`config.mk`:
```
export PLATFORM = sky130hd
export DESIGN_NAME = intdiv_clkgen
export DESIGN_NICKNAME = d
export VERILOG_FILES = /design/src/rtl/intdiv_pkg.sv /design/src/rtl/intdiv_count.sv /design/src/rtl/intdiv_tff.sv /design/src/rtl/intdiv_clkgen.sv
export SDC_FILE = /design/constraint.sdc
export NUM_CORES = 1
export LEC_CHECK = 0
export BUFFER_PORTS_ARGS = -buffer_cell sky130_fd_sc_hd__clkbuf_2
export CAP_MARGIN = 15
export CORE_AREA = 4 4 41 43
export DETAILED_ROUTE_END_ITERATION = 10
export DIE_AREA = 0 0 45 47
export PLACE_DENSITY = 0.34
export SLEW_MARGIN = 40
export SYNTH_ARGS = -nofsm -noshare
export SYNTH_HDL_FRONTEND = slang
export SYNTH_HIERARCHICAL = 1
export SYNTH_SLANG_ARGS = --single-unit
```
`constraint.sdc`:
```
create_clock -name clk_in -period 1.24 [get_ports clk_in]
set_input_delay 0.062 -clock clk_in [delete_from_list [all_inputs] [get_ports clk_in]]
set_output_delay 0.062 -clock clk_in [all_outputs]
set_load 0.02 [all_outputs]
```
`src/rtl/intdiv_pkg.sv`:
```
package intdiv_pkg;

  // Counter width for a given ratio and variant.
  function automatic int cnt_width(input int n, input bit half_duty);
    int span;
    span = half_duty ? (n / 2) : n;
    return (span <= 2) ? 1 : $clog2(span);
  endfunction

  // Terminal count value at which the counter restarts.
  function automatic int term_value(input int n, input bit half_duty);
    return half_duty ? (n / 2 - 1) : (n - 1);
  endfunction

endpackage

```
`src/rtl/intdiv_count.sv`:
```
module intdiv_count #(
  parameter int W   = 4,
  parameter int LIM = 9
) (
  input  logic         clk,
  input  logic         srst,
  output logic [W-1:0] cnt,
  output logic         at_term
);
  localparam logic [W-1:0] TERM = W'(LIM);

  assign at_term = (cnt == TERM);

  always_ff @(posedge clk) begin
    if (srst)         cnt <= '0;
    else if (at_term) cnt <= '0;
    else              cnt <= cnt + 1'b1;
  end
endmodule

```
`src/rtl/intdiv_tff.sv`:
```
module intdiv_tff (
  input  logic clk,
  input  logic srst,
  input  logic en,
  output logic q
);
  always_ff @(posedge clk) begin
    if (srst)    q <= 1'b0;
    else if (en) q <= ~q;
  end
endmodule

```
`src/rtl/intdiv_clkgen.sv`:
```
module intdiv_clkgen #(
  parameter int DIV_N     = 10,
  parameter bit HALF_DUTY = 1'b1
) (
  input  logic clk_in,
  input  logic srst,
  output logic clk_out
);
  import intdiv_pkg::*;

  localparam int CW   = cnt_width(DIV_N, HALF_DUTY);
  localparam int CLIM = term_value(DIV_N, HALF_DUTY);

  logic [CW-1:0] cnt_q;
  logic          wrap;

  intdiv_count #(.W(CW), .LIM(CLIM)) u_cnt (
    .clk     (clk_in),
    .srst    (srst),
    .cnt     (cnt_q),
    .at_term (wrap)
  );

  generate
    if (HALF_DUTY) begin : g_balanced
      if ((DIV_N % 2) != 0 || DIV_N < 2) begin : g_bad_ratio
        $error("balanced variant needs an even ratio of at least 2");
      end
      intdiv_tff u_tff (
        .clk  (clk_in),
        .srst (srst),
        .en   (wrap),
        .q    (clk_out)
      );
    end else begin : g_lean
      if (DIV_N < 2) begin : g_bad_ratio
        $error("ratio must be at least 2");
      end
      assign clk_out = cnt_q[CW-1];
    end
  endgenerate
endmodule

```
Word level (Yosys, flattened, before mapping)
Index checks and enable logic that the tools add are counted.
{"block": "totals", "ff_bits": 4, "wordCells": 6}
{"block": "classes", "eq_ne": 1, "n_addsub": 1, "bitwise_logic": 1, "n_reduce_logical": 1}
{"op": "adder 3 x 1 -> 3 bit (second input constant)", "n": 1}
{"op": "equality test 3 bit (second input constant)", "n": 1}
{"op": "OR reduction 2 bit", "n": 1}
{"op": "inverter 1 bit", "n": 1}

Depth between registers and ports, before layout
{"block": "depth", "word_depth": 2, "ltp_mapped": 5, "mapped_depth_nobuf": 5}

Modules after synthesis
Netlist, hierarchy kept.
{"mod": "intdiv_count", "cells_each": 13, "area_each_um2": 135.1, "n_inst": 1, "seq_area_each_um2": 60.1}
{"mod": "intdiv_tff", "cells_each": 3, "area_each_um2": 32.5, "n_inst": 1, "seq_area_each_um2": 20.0}

Least setup slack after synthesis
No wires, ideal clock.
{"block": "synth_path", "kind": "reg-to-reg", "from": "register u_cnt.cnt[0]", "to": "register u_cnt.cnt[2]", "t_required_ns": 1.170, "n_path_buf": 0, "setup_ns": 0.070, "arrival_time_ns": 1.009, "period_less_slack_ns": 1.079, "stages_incl_launch_ff": 5, "path_slack_ns": 0.161, "cell_sequence": "dfxtp_1 -> inv_1 -> ha_1 -> or3b_1 -> a21oi_1"}
{"block": "synth_between", "elab_chain_len": 2, "word_cells_on_any_way": 3}
{"item": "start: declaration", "line_no": "intdiv_count.sv:7", "source": "output logic [W-1:0] cnt,"}
{"item": "start signal: assignment", "line_no": "intdiv_count.sv:17", "source": "else cnt <= cnt + 1'b1;"}
{"item": "branches (longest 2 deep; another with adder 3 x 1 -> 3 bit)"}
Parallel ways; which one is timed is not known.
A chain may end at the register's enable or synchronous reset.

Final worst setup path
Ends and elaborated chain as after synthesis.

==> flow_summary.yaml <==
run_status:
  outcome: "complete, no violations"
floorplan:
  die_w_um: 45
  die_h_um: 47
  dieArea_um2: 2120
  io_pins: 3
  floorplan.initialDensity: 0.129
  rows: 13
  core-area_um2: 1300
cells_and_area:
  antennaDiodeCount: 0
  fillerInstances: 157
  area_growth_pct: 30.6
  regArea_um2: 80.1
  final_util: 0.168
  drive_gt1_frac: 0.333
  final_common_cell: "dfxtp_1"
  multi_input_area_um2: 80.1
  final_nets: 27
  mostFrequentLayoutCells: "dfxtp_1, clkbuf_4, clkbuf_2, inv_1, ha_1"
  final_cell_count_no_fill: 36
power_and_ir_drop:
  p_per_area_nw_per_um2: 1530
  ir_worst_vdd_mv: 0.417
  power_leakage_nw: 0.0915
setup_path:
  crit_end: "u_cnt/cnt[2]$_SDFF_PP0_"
  startpoint_type: "flip-flop"
  critPathMaxFanout: 3
  worst-setup-path-type: "flip-flop to flip-flop"
  slowest_delay_ns: 0.35
  path_cells: "inv_1 > ha_1 > or3b_1 > a21oi_1"
  cp_slowest_cell: "or3b_1"
  setup.worst_path.end_class: "flip-flop"
  required_ns: 1.41
  r2r-start: "u_cnt/cnt[0]$_SDFF_PP0_"
  regToRegEndpoint: "u_cnt/cnt[2]$_SDFF_PP0_"
  ff2ff_path_depth: 4
  worst-endpoint-arrival_ns: 1.29
  ff2ff_setup_slack_ns: 0.12
  worstSetupStartpoint: "u_cnt/cnt[0]$_SDFF_PP0_"
clock_network:
  clockRootBuffer: "clkbuf_4"
  cts_buffers: 3
  clkSlewWorstSetupHoldPaths_ns: 0.04
  htree_levels: 1
  cts_hold_buf: 0
  clk_latency_ns: 0.24
  cts_tree: "built"
  clock-sinks: 4
  cts_resized: 0
  cts_buffer_depth: 2
  post_cts_buffers: 0
min_path:
  hp-class: "primary input to flip-flop"
logic_synthesis:
  syn-cell-area_um2: 168
  yosysSeqAreaShare: 0.478
  synthesis.nets: 20
  synth_cell_type_count: 11
  syn_avg_cell_area_um2: 10.5
  ys_ff_latch: 4
  ys_warn_count: 6
  syn_inst: 16
timing:
  setup_viol: 0
  final_hold_viol_count: 0
  period_needed_ns: 1.12
  fin_skew_ns: 0.00709
  rsz0062_at_grt: "no"
  fmax_mhz: 892
  worstMarginPinSlew_ns: 0.142
  finalSetupTns_ns: 0
  slew_headroom: 0.905
  drv_slew: 0
  fin_crit_sh: 0.904
route:
  routed_via_density: 3.39
  wl_per_cell_um: 7.00
  vias: 122
  totalWireLength_um: 252
  drc: 0
  drtIter0Drc: 2
  dr.pass1.iters: 2
  ant_nets: 0
global_route:
  grt_pass1_vias: 121
  grt_max_degree: 5
  grt_pass1_wl_um: 483
  grt_use_total: 0.0394
  grt-ovfl-total: 0
  grt_antenna_before_repair: 0
placement:
  place_inst: 33
  hpwl_um: 196
  place.gp.congestion: 0.642
  portBuffers: 2
job:
  timing.max_cap.violations: 0
==> synthesized netlist by cell type <==
master   n  area [um^2]
a21oi_1  1         5.00
nor3_1   1         5.00
or3b_1   1         8.76
or2b_2   1         8.76
inv_1    2         7.51
dfxtp_1  4         80.1
xnor2_1  1         8.76
nor3b_1  1         7.51
and2_2   1         7.51
nor2_1   1         3.75
ha_1     2         25.0
==> per-stage QoR <==
stage          hold slack, ns  total power [mW]  worst slack (ns)  area, um^2
6_report               0.0295             0.335             0.119         219
5_1_grt                0.0330             0.363            0.0406         219
4_1_cts                0.0264             0.346             0.105         219
3_5_place_dp            0.283             0.177             0.105         196
3_3_place_gp            0.279             0.176             0.111         196
2_1_floorplan           0.131             0.167             0.161         168
==> flip-flops by register name, indices dropped and copies added (netlist names) <==
name	count
u_cnt/cnt	3
g_balanced.u_tff/q	1
==> layout make-up <==
cell class,instances,area share
timing repair buffer,2,0.0457
clock buffer,3,0.103
tap,15,0.0857
sequential,4,0.366
multi-input combinational,10,0.366
inverter,2,0.0343
==> where the power goes <==
group / internal, mW / total [mW] / switching (mW)
Clock: 0.108 / 0.162 / 0.0535
Sequential: 0.140 / 0.145 / 0.00551
Combinational: 0.0155 / 0.0287 / 0.0132
Total: 0.263 / 0.335 / 0.0723
==> worst max-delay path, delay by kind of cell, from the launching register on <==
family,cells,cell delay (ns)
AO/OA/AOI/OAI,1,0.13
adder cells (fa/ha/maj),1,0.20
buffers and inverters,1,0.05
flip-flops,1,0.34
AND/OR/NAND/NOR,1,0.35
==> how the worst min path moves through the flow <==
stage	start	endpoint	slack, ns	depth (start not counted)
5_1_grt	srst	u_cnt/cnt[2]$_SDFF_PP0_	0.03	2
4_1_cts	srst	u_cnt/cnt[2]$_SDFF_PP0_	0.03	2
3_3_place_gp	srst	g_balanced.u_tff/q$_SDFFE_PP0P_	0.28	2
2_1_floorplan	srst	u_cnt/cnt[2]$_SDFF_PP0_	0.13	1
3_5_place_dp	srst	u_cnt/cnt[2]$_SDFF_PP0_	0.28	2
6_report	srst	u_cnt/cnt[2]$_SDFF_PP0_	0.03	2
==> metal layers <==
| metal | wire, um | part of all wire | global-route usage |
|---|---|---|---|
| met1 | 99 | 0.39 | 0.0271 |
| met2 | 109 | 0.43 | 0.0480 |
| met4 | 22 | 0.087 | 0.0877 |
| met3 | 20 | 0.079 | 0.0230 |
| met5 | 0 | 0 | 0 |
==> logic make-up after synthesis <==
kind of cell    count (synthesis)  share of synthesized area
simple gates                    6                      0.246
flops                           4                      0.478
buf+inv                         2                     0.0448
fa+ha+maj                       2                      0.149
compound gates                  1                     0.0298
xor+xnor                        1                     0.0522
Power figures use the tool's default switching activity.
